==> src/rtl/wdt_pkg.sv <==
`timescale 1ns/1ps
package wdt_pkg;
  typedef enum logic [2:0] {
    IDX_CNT = 3'd0,
    IDX_STS = 3'd1,
    IDX_CTL = 3'd2,
    IDX_MSG = 3'd3,
    IDX_TMR = 3'd4
  } reg_idx_e;

  localparam int S1_MSG_IN  = 1;
  localparam int S1_MSG_OUT = 2;
  localparam int S1_TIMEOUT = 3;
  localparam int C1_HALT    = 11;
  localparam int C1_LOCK    = 12;

  // true when the next tick completes the programmed count
  function automatic logic at_last(input logic [15:0] cnt);
    return cnt <= 16'd1;
  endfunction

  function automatic logic [15:0] step_count(input logic [15:0] cnt,
                                             input logic [15:0] load);
    return at_last(cnt) ? load : cnt - 16'd1;
  endfunction

  // write-one-to-clear merged with set events; set wins
  function automatic logic [3:0] w1c_merge(input logic [3:0] cur,
                                           input logic [3:0] clr,
                                           input logic [3:0] set);
    return (cur & ~clr) | set;
  endfunction
endpackage

==> src/rtl/wdt_counter.sv <==
`timescale 1ns/1ps
module wdt_counter import wdt_pkg::*; #(
  parameter int CNT_W = 10
) (
  input  logic             clk,
  input  logic             rst_n,
  input  logic             tick_i,
  input  logic             halt_i,
  input  logic             reload_i,
  input  logic [CNT_W-1:0] load_i,
  output logic [CNT_W-1:0] count_o,
  output logic             expire_o
);
  logic [CNT_W-1:0] count_q;
  logic             step;

  assign step     = tick_i & ~halt_i;
  assign expire_o = step & ~reload_i & at_last(16'(count_q));
  assign count_o  = count_q;

  always_ff @(posedge clk) begin
    if (!rst_n)        count_q <= '0;
    else if (reload_i) count_q <= load_i;
    else if (step)     count_q <= CNT_W'(step_count(16'(count_q), 16'(load_i)));
  end
endmodule

==> src/rtl/wdt_regs.sv <==
`timescale 1ns/1ps
module wdt_regs import wdt_pkg::*; #(
  parameter int          CNT_W    = 10,
  parameter logic [15:0] TMR_RST  = 16'h0004,
  parameter logic [15:0] CTL2_RST = 16'h0008,
  parameter logic [31:0] MSG_RST  = 32'h0300_0000
) (
  input  logic             clk,
  input  logic             rst_n,
  input  logic [2:0]       addr_i,
  input  logic             wr_i,
  input  logic [3:0]       be_i,
  input  logic [31:0]      wdata_i,
  output logic [31:0]      rdata_o,
  input  logic [CNT_W-1:0] count_i,
  input  logic             expire_i,
  input  logic             no_reboot_i,
  output logic             halt_o,
  output logic             lock_o,
  output logic             reload_o,
  output logic [CNT_W-1:0] tmr_o,
  output logic             timeout_sts_o,
  output logic             second_sts_o,
  output logic             sys_action_o
);
  localparam int LANES = 4;

  logic sel_cnt, sel_sts, sel_ctl, sel_msg, sel_tmr;
  logic din_wr, dout_wr;
  logic [7:0]       din_q, dout_q;
  logic [3:0]       sts1_q, sts2_q, sts1_d, sts2_d;
  logic [3:0]       clr1, clr2, set1, set2;
  logic             halt_q, lock_q, act_q;
  logic [15:0]      ctl2_q;
  logic [CNT_W-1:0] tmr_q;
  logic [15:0]      tmr_wide, tmr_merge;
  logic [31:0]      msg_w;

  assign sel_cnt = wr_i && (addr_i == IDX_CNT);
  assign sel_sts = wr_i && (addr_i == IDX_STS);
  assign sel_ctl = wr_i && (addr_i == IDX_CTL);
  assign sel_msg = wr_i && (addr_i == IDX_MSG);
  assign sel_tmr = wr_i && (addr_i == IDX_TMR);

  assign reload_o = sel_cnt & (be_i[0] | be_i[1]);
  assign din_wr   = sel_cnt & be_i[2];
  assign dout_wr  = sel_cnt & be_i[3];

  // status: bit 0 unused in both halves
  assign clr1 = (sel_sts & be_i[0]) ? {wdata_i[3:1], 1'b0}   : 4'b0;
  assign clr2 = (sel_sts & be_i[2]) ? {1'b0, wdata_i[18:17], 1'b0} : 4'b0;
  assign set1 = {expire_i, dout_wr, din_wr, 1'b0};
  assign set2 = {2'b00, expire_i & sts1_q[S1_TIMEOUT], 1'b0};
  assign sts1_d = w1c_merge(sts1_q, clr1, set1);
  assign sts2_d = w1c_merge(sts2_q, clr2, set2);

  assign tmr_wide  = 16'(tmr_q);
  assign tmr_merge = {be_i[1] ? wdata_i[15:8] : tmr_wide[15:8],
                      be_i[0] ? wdata_i[7:0]  : tmr_wide[7:0]};

  always_ff @(posedge clk) begin
    if (!rst_n) begin
      sts1_q <= '0;
      sts2_q <= '0;
      halt_q <= 1'b0;
      lock_q <= 1'b0;
      ctl2_q <= CTL2_RST;
      tmr_q  <= CNT_W'(TMR_RST);
      din_q  <= '0;
      dout_q <= '0;
      act_q  <= 1'b0;
    end else begin
      sts1_q <= sts1_d;
      sts2_q <= sts2_d;
      act_q  <= expire_i & sts1_q[S1_TIMEOUT] & ~no_reboot_i;
      if (sel_ctl && be_i[1]) begin
        halt_q <= wdata_i[C1_HALT];
        lock_q <= lock_q | wdata_i[C1_LOCK];
      end
      if (sel_ctl && be_i[2]) ctl2_q[7:0]  <= wdata_i[23:16];
      if (sel_ctl && be_i[3]) ctl2_q[15:8] <= wdata_i[31:24];
      if (sel_tmr)            tmr_q        <= tmr_merge[CNT_W-1:0];
      if (din_wr)             din_q        <= wdata_i[23:16];
      if (dout_wr)            dout_q       <= wdata_i[31:24];
    end
  end

  // four plain read/write bytes, one per lane
  for (genvar g = 0; g < LANES; g++) begin : g_msg
    logic [7:0] byte_q;
    always_ff @(posedge clk) begin
      if (!rst_n)                  byte_q <= MSG_RST[8*g +: 8];
      else if (sel_msg && be_i[g]) byte_q <= wdata_i[8*g +: 8];
    end
    assign msg_w[8*g +: 8] = byte_q;
  end

  always_comb begin
    rdata_o = '0;
    case (addr_i)
      IDX_CNT: rdata_o = {dout_q, din_q, 16'(count_i)};
      IDX_STS: rdata_o = {12'b0, sts2_q, 12'b0, sts1_q};
      IDX_CTL: rdata_o = {ctl2_q, 3'b0, lock_q, halt_q, 11'b0};
      IDX_MSG: rdata_o = msg_w;
      IDX_TMR: rdata_o = {16'b0, tmr_wide};
      default: rdata_o = '0;
    endcase
  end

  assign halt_o        = halt_q;
  assign lock_o        = lock_q;
  assign tmr_o         = tmr_q;
  assign timeout_sts_o = sts1_q[S1_TIMEOUT];
  assign second_sts_o  = sts2_q[1];
  assign sys_action_o  = act_q;
endmodule

==> src/rtl/wdt_top.sv <==
`timescale 1ns/1ps
module wdt_top #(
  parameter int          CNT_W    = 10,
  parameter logic [15:0] TMR_RST  = 16'h0004,
  parameter logic [15:0] CTL2_RST = 16'h0008,
  parameter logic [31:0] MSG_RST  = 32'h0300_0000
) (
  input  logic        clk,
  input  logic        rst_n,
  input  logic        tick_i,
  input  logic        no_reboot_i,
  input  logic [2:0]  bus_addr_i,
  input  logic        bus_wr_i,
  input  logic [3:0]  bus_be_i,
  input  logic [31:0] bus_wdata_i,
  output logic [31:0] bus_rdata_o,
  output logic        sys_action_o
);
  logic [CNT_W-1:0] count_w, tmr_w;
  logic halt_w, lock_w, reload_w, expire_w, timeout_sts_w, second_sts_w;

  wdt_counter #(.CNT_W(CNT_W)) u_cnt (
    .clk(clk), .rst_n(rst_n), .tick_i(tick_i), .halt_i(halt_w),
    .reload_i(reload_w), .load_i(tmr_w), .count_o(count_w), .expire_o(expire_w)
  );

  wdt_regs #(.CNT_W(CNT_W), .TMR_RST(TMR_RST), .CTL2_RST(CTL2_RST),
             .MSG_RST(MSG_RST)) u_regs (
    .clk(clk), .rst_n(rst_n), .addr_i(bus_addr_i), .wr_i(bus_wr_i),
    .be_i(bus_be_i), .wdata_i(bus_wdata_i), .rdata_o(bus_rdata_o),
    .count_i(count_w), .expire_i(expire_w), .no_reboot_i(no_reboot_i),
    .halt_o(halt_w), .lock_o(lock_w), .reload_o(reload_w), .tmr_o(tmr_w),
    .timeout_sts_o(timeout_sts_w), .second_sts_o(second_sts_w),
    .sys_action_o(sys_action_o)
  );
endmodule

==> config.mk <==
export PLATFORM = sky130hd
export DESIGN_NAME = wdt_top
export DESIGN_NICKNAME = d
export VERILOG_FILES = /design/src/rtl/wdt_pkg.sv /design/src/rtl/wdt_counter.sv /design/src/rtl/wdt_regs.sv /design/src/rtl/wdt_top.sv
export SDC_FILE = /design/constraint.sdc
export NUM_CORES = 1
export LEC_CHECK = 0
export BUFFER_PORTS_ARGS = -buffer_cell sky130_fd_sc_hd__buf_2
export CAP_MARGIN = 20
export CORE_UTILIZATION = 50
export CTS_CLUSTER_SIZE = 28
export DETAILED_ROUTE_END_ITERATION = 16
export PLACE_DENSITY = 0.82
export SETUP_SLACK_MARGIN = 0.4
export SYNTH_ARGS = -nofsm -noshare
export SYNTH_HDL_FRONTEND = slang
export SYNTH_SLANG_ARGS = --single-unit
==> constraint.sdc <==
create_clock -name clk -period 2.1 [get_ports clk]
set_clock_uncertainty 0.05 [all_clocks]
set_input_delay 0.21 -clock clk [delete_from_list [all_inputs] [get_ports clk]]
set_output_delay 0.21 -clock clk [all_outputs]
set_load 0.03 [all_outputs]
# Word level (Yosys, flattened, before mapping)
# Index checks and enable logic that the tools add are counted.
totals:
  in_bits: 44
  register_bits: 95
  word_cells: 65
  output_inout_bits: 33
classes:
  magnitude_cmp: 1
  addsub: 1
  eq_ne: 4
  n_mux: 6
  reduce_logical: 16
  bitwise_logic: 21
op_table:
  columns: ["operator", "count"]
  rows:
  - ["one-hot mux 32 bit (5 select lines)", 1]
  - ["two-way mux 10 bit", 3]
  - ["logical AND 1 bit", 12]
  - ["AND 1 bit", 10]
  - ["less-or-equal comparator 10 x 1 -> 1 bit, second input constant", 1]
  - ["subtractor 10 x 1 -> 10 bit, second input constant", 1]
  - ["AND 4 bit", 2]
  - ["NOT 4 bit", 2]
  - ["equality test 3 x 2 -> 1 bit, second input constant", 2]
  - ["two-way mux 4 bit", 1]
  - ["bitwise OR 4 x 2 -> 4 bit", 1]
  - ["bitwise OR 4 bit", 1]
  - ["AND reduction 2 bit", 2]
  - ["equality test 3 x 1 -> 1 bit, second input constant", 1]
  - ["equality test 3 bit, second input constant", 1]
  - ["zero test 3 bit", 1]
  - ["two-way mux 3 bit", 1]
  - ["NOT 1 bit", 3]
  - ["bitwise OR 1 bit", 2]
  - ["nonzero test 2 bit", 1]

# Depth between registers and ports, before layout
# Gate-level depths: netlist of run 1.
logic_depth:
  word_depth: 8
  depth_mapped: 8
  ltp_nobuf: 7

# Hierarchy
# Synthesis of run 1 repeated with hierarchy kept, for this count alone.
hier_totals:
  cells_unflattened: 513
  hier_area_um2: 4758.3
modules_own_cells:
  columns: ["module", "cells_each", "seq_area_each_um2", "area_per_inst_um2", "n_inst"]
  rows:
  - ["wdt_regs", 417, 1641.6, 3972.6, 1]
  - ["wdt_counter", 96, 200.2, 785.8, 1]

# Worst setup path before layout of run 1
# OpenSTA, ideal clock, no wires.
synth_timing:
  kind: "input -> output"
  startpoint: "in bus_addr_i[0]"
  endpoint: "out bus_rdata_o[0]"
  path_buffers: 3
  setup_slack_ns: -0.009
  arrival_ns: 1.849
  required_time_ns: 1.840
  path_stages: 6
  path_cell_list: "buf_6 > clkbuf_1 > and2_1 > clkbuf_1 > a22oi_1 > o21ai_0"
synth_between:
  elab_chain_cells: 2
  elab_cells_between_ends: 6
  classes_between: "eq/ne (4); mux (1); reduce/logical (1)"
synth_rtl:
  columns: ["item", "line_no", "rtl"]
  rows:
  - ["start, declared", "wdt_top.sv:12", "input logic [2:0] bus_addr_i,"]
  - ["equality test 3 bit, or another cell as far along", "wdt_regs.sv:100", "case (addr_i)"]
  - ["one-hot mux 32 bit (5 select lines) (*)", "wdt_regs.sv:100", null]
  - ["end, declared", "wdt_top.sv:16", "output logic [31:0] bus_rdata_o,"]
# Mark *: on every way between the ends. The rest lies on a longest branch, timed or not.

# Worst setup path after layout of run 1
layout_timing:
  startpoint: "reg u_cnt.count_q[1], in the netlist u_cnt.count_o[1]"
  endpoint: "out bus_rdata_o[1]"
layout_between:
  elab_chain_cells: 1
layout_rtl:
  columns: ["item", "line_no", "rtl"]
  rows:
  - ["start, declared", "wdt_counter.sv:14", "logic [CNT_W-1:0] count_q;"]
  - ["start signal, assigned", "wdt_counter.sv:23", "else if (reload_i) count_q <= load_i;"]
  - ["start signal, assigned", "wdt_counter.sv:24", "else if (step) count_q <= CNT_W'(step_count(16'(count_q), 16'(load_i)));"]
  - ["one-hot mux 32 bit (5 select lines)", "wdt_regs.sv:100", null]
# No other way between the ends.

==> results of run 1 <==
## layout make-up
class                   instances  area share
well taps                     108     0.02372
inverters                       4    0.003514
clock inverters                 7     0.01296
repair buffers                109      0.1206
clock buffers                   9     0.02174
multi-input cells             364      0.4907
flip-flops and latches         92      0.3268
## per-stage QoR
| step | cell area [um2] | util |
|---|---|---|
| floorplan | 4697 | - |
| global placement | 5223 | 0.5931 |
| detailed placement | 5223 | 0.5931 |
| CTS | 5548 | 0.6300 |
| global route | 5697 | 0.6469 |
| finish | 5697 | 0.6469 |
## metal layers
metal  up-vias  share of wire  track usage
li1       1917              -            -
met1      1909           0.44       0.3226
met2       111           0.49       0.4328
met3        23          0.046      0.05655
met4         0          0.022      0.09907
met5         -              0            0
## registers in the layout, indices dropped and copies added, names as in the netlist
| name | cells |
|---|---|
| u_cnt.count_o | 10 |
| u_regs.ctl2_q | 16 |
| u_regs.din_q | 8 |
| u_regs.dout_q | 8 |
| u_regs.g_msg.byte_q | 32 |
| u_regs.halt_o | 1 |
| u_regs.lock_o | 1 |
| u_regs.sts1_q | 3 |
| u_regs.sts2_q | 2 |
| u_regs.sys_action_o | 1 |
| u_regs.tmr_o | 10 |
## worst reg2reg max path, stage by stage, from the launching register on
cell and delay [ns]:
dfxtp_4 0.40, inv_4 0.04, ha_4 0.16, nor2_4 0.10, nor4_4 0.07, buf_4 0.16, a31oi_4 0.26, nor2_4 0.09
a221o_1 0.31
## power by group
part,total (mW),switching (mW),internal [mW]
Clock,1.22,0.748,0.476
Sequential,2.02,0.144,1.87
Combinational,1.74,0.916,0.820
Total,4.97,1.81,3.17
## cell usage after synthesis, types with 4 or more instances
cell | n | area share
and2_1 | 6 | 0.0081
clkbuf_1 | 22 | 0.018
o21ai_0 | 13 | 0.014
inv_1 | 4 | 0.0033
buf_2 | 7 | 0.0076
a22oi_1 | 22 | 0.036
nand3_1 | 10 | 0.011
a21boi_0 | 9 | 0.015
dfxtp_1 | 92 | 0.40
mux2_2 | 14 | 0.034
o21ai_1 | 4 | 0.0043
nor2b_1 | 70 | 0.095
mux2i_1 | 71 | 0.15
a21oi_1 | 7 | 0.0076
and3_1 | 10 | 0.014
nor2_1 | 26 | 0.021
nand2_1 | 49 | 0.040
## cells in the final DEF, fill, tap and decap left out, types with 3 or more instances in the layout
cell type  count
nor2_1        23
buf_6          5
nor2b_1       68
a22oi_2        4
buf_2         66
and2_1         4
nand3_1        9
o21ai_0        3
nand3_2        4
nor2_2         3
buf_4         34
dfxtp_1       84
inv_8          5
mux2_2        14
a22oi_1       18
a21boi_0       9
nor4b_2        3
o21ai_2       10
nor2_4         3
nand4_1        3
dfxtp_4        4
o21ai_1        4
dfxtp_2        4
mux2i_1       71
and3_1         9
clkbuf_8       9
nand2_1       49
a21oi_1        6
## logic make-up (layout without fill, tap and decap cells)
| logic type | count (synthesis) | in the layout | share of synthesized area |
|---|---|---|---|
| adder cells (fa/ha/maj) | 2 | 2 | 0.005428 |
| buffers and inverters | 35 | 129 | 0.03203 |
| flip-flops | 92 | 92 | 0.3996 |
| AO/OA/AOI/OAI | 80 | 80 | 0.1246 |
| AND/OR/NAND/NOR | 195 | 195 | 0.2402 |
| multiplexers | 87 | 87 | 0.1982 |
## timing repair
item,CTS,global route
pin swaps,9,6
hold endpoints to repair,1,0
buffers inserted,5,7
endpoints found under the setup margin,25,38
hold buffers,1,0
gates resized for setup,25,33
gates cloned,0,0
## worst max path at each step
stage | startpoint | end | slack (ns) | cells past startpoint
2_1_floorplan | u_cnt.count_o[0] | u_regs.sts2_q[1] | 0.31 | 8
3_3_place_gp | u_cnt.count_o[2] | u_regs.sts2_q[1] | 0.28 | 5
3_5_place_dp | u_cnt.count_o[2] | u_regs.sts2_q[1] | 0.24 | 5
4_1_cts | u_cnt.count_o[1] | u_regs.sts2_q[1] | 0.28 | 7
5_1_grt | u_cnt.count_o[1] | bus_rdata_o[1] | 0.30 | 6
6_report | u_cnt.count_o[1] | bus_rdata_o[1] | 0.35 | 6
==> flow_summary.toml, run 1 <==
[detailed_routing]
via_count = 3960
firstDrtPassIters = 10
wl_per_cell_um = 17.25
drt_iter0_drc = 204
drc = 2
routed_wl_um = 11950
ant_nets = 0
vias_per_cell = 5.714

[layout]
area_growth_pct = 23.59
fin_nets = 626
diodes = 0
fillers = 710
multi_input_area_mm2 = 0.002795
layout-drive-gt1-share = 0.3368
seqCellArea_mm2 = 0.001862
stdcell_count = 693

[die]
pin_count = 77
row_count = 34
die_w_um = 98.02
dieHeight_um = 98.02
start_util = 0.5234
die_area_mm2 = 0.009607
core-area_mm2 = 0.008806

[worst_setup_path]
r2r-start = "u_cnt.count_o[0]"
reg2reg_depth = 8
cp_num_buf_inv = 2
path_cells = "buf_4 > mux2i_1 > nor2_1 > a21oi_2 > o21ai_2 > buf_6"
cpLargestDelayFamily = "flip-flops"
crit_path_start_kind = "flop"
cp.required_ns = 1.84
critPathCaptureType = "output port"
critPathMaxStageDelay_ns = 0.38
reg2reg_setup_slack_ns = 0.35
r2r-end = "u_cnt.count_o[9]"
setup.worst_path.class = "flop to output port"
slowest_stage = "dfxtp_4"
critPathArrivalTime_ns = 1.49
worstPathMaxFanout = 3

[place]
hpwl_um = 8408
numPortBuffers = 76
dp.cells = 664
place_ws_ns = 0.2405
gp_congestion = 0.9132

[worst_hold_path]
holdCritStartpoint = "bus_wdata_i[19]"
hp-class = "input port to flop"
hold_end = "u_regs.ctl2_q[3]"
whs_path_depth = 3

[sta]
fmax_ghz = 0.5730
period_share = 0.8310
hold_viol_final = 0
worst_pin_slew_ns = 0.5700
fin_crit_ns = 1.745
setup_ws_ns = 0.3549
maxSlewViolCount = 0
setup_viol = 0
whs_ns = 0.01934
rsz0062_at_grt = "true"
relSlewSlack = 0.6191
fin_tns_setup_ns = 0

[synthesis]
synth_edf_count = 0
seq_area_frac_synth = 0.3996
ys.warnings.count = 0
syn_area_per_cell_um2 = 9.388
async_flop_share = 0
ys.flop_type = "dfxtp_1"
syn_nets = 537
ys_seq_elements = 92
synth_cell_type_count = 54
syn_inst = 491
syn_area_mm2 = 0.004609

[clock_network]
clock_sinks = 92
clockBufferDepth = 2
cts_max_level = 3
numCtsBuffers = 9
clk_pin_slew_worst_paths_ns = 0.11
cts-root-buf = "clkbuf_8"
cts_tree = "built"
clkLatencyLatePin_ns = 0.38

[global_routing]
grt_max_degree = 55
antenna_found_initial = 0
grt_use_total = 0.2579
grt_pass1_wl_um = 19630
overflow = 0
grt_pass1_vias = 3919

[run_status]
failed_checks = "DRC"
status = "finished with violations"

[power]
power_mw = 4.975
p_leak_nw = 2.553
max-vdd-ir-drop_v = 0.0004965
p_per_area_mw_per_mm2 = 873.3

[run]
drv_cap = 0
No activity file was read; power rests on OpenSTA's default activity.
==> run 2: changes to the inputs <==
--- a/config.mk
+++ b/config.mk
@@ -10,7 +10,7 @@
 export CORE_UTILIZATION = 50
 export CTS_CLUSTER_SIZE = 28
 export DETAILED_ROUTE_END_ITERATION = 16
-export PLACE_DENSITY = 0.82
+export PLACE_DENSITY = 0.79
 export SETUP_SLACK_MARGIN = 0.4
 export SYNTH_ARGS = -nofsm -noshare
 export SYNTH_HDL_FRONTEND = slang
==> constraint.sdc (replaced) <==
create_clock -name clk -period 1.7 [get_ports clk]
set_clock_uncertainty 0.05 [all_clocks]
set_input_delay 0.17 -clock clk [delete_from_list [all_inputs] [get_ports clk]]
set_output_delay 0.17 -clock clk [all_outputs]
set_load 0.03 [all_outputs]
==> run 2 against run 1 <==
Compared with the run above: the flow finishes with violations (DRC, setup timing); cell area up 19%; register-to-register slack lost 0.33 ns; global-route usage is 3.0 points higher; die area unchanged; largest power group is now combinational logic; sequential power is 23% higher; first-iteration DRC count is 41% higher; via count is 11% higher; critical endpoint is now bus_rdata_o[18].
==> flow_summary.toml, run 2 (same netlist as run 1, synthesis figures left out) <==
[worst_setup_path]
cpLargestDelayFamily = "multiplexers"
path_cells = "mux4_2 > nor2b_4 > buf_6"
r2r-end = "u_cnt.count_o[9]"
r2r-start = "u_cnt.count_o[1]"
critPathMaxStageDelay_ns = 0.49
critPathCaptureType = "output port"
worstSetupStartpoint = "u_regs.sts2_q[2]"
reg2reg_depth = 8
critPathArrivalTime_ns = 1.49
slowest_stage = "mux4_2"
cp.required_ns = 1.48
crit_path_start_kind = "flop"
setup.worst_path.class = "flop to output port"
worstPathMaxFanout = 2
reg2reg_setup_slack_ns = 0.02
cp_num_buf_inv = 1

[layout]
diodes = 0
stdcell_count = 740
fillers = 530
final_common_cell = "mux2i_1"
area_growth_pct = 46.77
fin_nets = 673
reg_top3 = "u_regs.g_msg.byte_q x32, u_regs.ctl2_q x16"
mostFrequentLayoutCells = "mux2i_1, nor2b_1, dfxtp_1"
regMostFlops = "u_regs.g_msg.byte_q"
utilization = 0.7683
largest_reg_flops = 32
layout-drive-gt1-share = 0.5063

[clock_network]
cts_max_level = 3
clk_pin_slew_worst_paths_ns = 0.10
clockBufferDepth = 2
numCtsBuffers = 9
clock_sinks = 92
clkLatencyLatePin_ns = 0.36
cts-root-buf = "clkbuf_8"
cts_tree = "built"

[detailed_routing]
drc = 3
vias_per_cell = 5.919
drt_iter0_drc = 288
via_count = 4380
routed_wl_um = 14890
ant_nets = 0
wl_per_cell_um = 20.12
firstDrtPassIters = 11

[worst_hold_path]
hold_end = "u_regs.tmr_o[4]"
hp-class = "input port to flop"
holdCritStartpoint = "bus_wdata_i[4]"
whs_path_depth = 3

[die]
pin_count = 77
row_count = 34
start_util = 0.5234
core-area_mm2 = 0.008806
dieHeight_um = 98.02
die_w_um = 98.02
die_area_mm2 = 0.009607

[sta]
relSlewSlack = 0.7451
period_share = 1.005
setup_ws_ns = -0.008300
worst_pin_slew_ns = 0.3797
fin_crit_ns = 1.708
rsz0062_at_grt = "true"
whs_ns = 0.01128
hold_viol_final = 0
fmax_ghz = 0.5854
maxSlewViolCount = 0
setup_viol = 1

[place]
place_ws_ns = -0.09252
numPortBuffers = 76
hpwl_um = 8843
gp_congestion = 0.8872
dp.cells = 695

[global_routing]
grt_max_degree = 34
overflow = 0
grt_use_total = 0.2877
grt_pass1_wl_um = 21870
antenna_found_initial = 0
grt_pass1_vias = 4386

[power]
p_per_area_mw_per_mm2 = 1046
max-vdd-ir-drop_v = 0.0005890
p_leak_nw = 2.941
power_mw = 7.077

[run]
drv_cap = 0

[run_status]
failed_checks = "DRC, setup timing"
status = "finished with violations"
-- run 2: worst reg2reg max path, delay by kind of cell, from the launching register on --
kind	cells	cell delay [ns]
and+or+nand+nor	3	0.22
DFF	1	0.37
buffers and inverters	2	0.19
AOI/OAI and AO/OA	2	0.59
adders and majority gates	1	0.16
-- run 2: report_power, final --
| part | leakage (nW) | switching, mW | internal (mW) |
|---|---|---|---|
| logic | 2.09 | 1.48 | 1.63 |
| clock network | 0.0929 | 0.880 | 0.601 |
| registers | 0.760 | 0.166 | 2.33 |
| total | 2.94 | 2.52 | 4.55 |
-- run 2: per-stage QoR --
| step | setup TNS [ns] | instance area, um2 |
|---|---|---|
| after floorplan | -0.1399 | 4875 |
| after global placement | -0.04904 | 5603 |
| after detailed placement | -0.09252 | 5603 |
| after CTS | 0 | 6409 |
| after global routing | -0.3098 | 6765 |
| final | -0.008300 | 6765 |
-- run 2: layer usage --
| metal | global-route usage | up-vias | share of wire |
|---|---|---|---|
| li1 | - | 2012 | - |
| met1 | 0.3679 | 2145 | 0.42 |
| met2 | 0.4789 | 190 | 0.49 |
| met3 | 0.06084 | 33 | 0.066 |
| met4 | 0.1037 | 0 | 0.024 |
| met5 | 0 | - | 0 |
-- run 2: worst max path at each step --
stage | end | slack, ns | cells past startpoint
final | bus_rdata_o[18] | -0.008 | 3
after global routing | u_regs.sts2_q[1] | -0.08 | 8
after CTS | bus_rdata_o[17] | 0.05 | 3
after detailed placement | u_cnt.count_o[9] | -0.09 | 8
after global placement | u_cnt.count_o[9] | -0.05 | 8
after floorplan | u_regs.sts2_q[1] | -0.09 | 8
-- run 2: layout make-up --
class / count / area (um2) / area share
inverter: 4 / 20.02 / 0.002959
timing repair buffer: 155 / 1366 / 0.2020
multi-input combinational: 365 / 3151 / 0.4657
tap: 108 / 135.1 / 0.01997
clock inverter: 6 / 55.05 / 0.008138
clock buffer: 10 / 137.6 / 0.02034
sequential: 92 / 1901 / 0.2809
-- run 2: what timing repair did --
| item | in CTS | in global routing |
|---|---|---|
| resized for setup | 135 | 78 |
| setup endpoints to repair | 45 | 55 |
| buffers inserted | 14 | 10 |
| cloned | 1 | 1 |
| hold buffers | 3 | 0 |
| pin swaps | 21 | 20 |
| hold endpoints to repair | 3 | 0 |
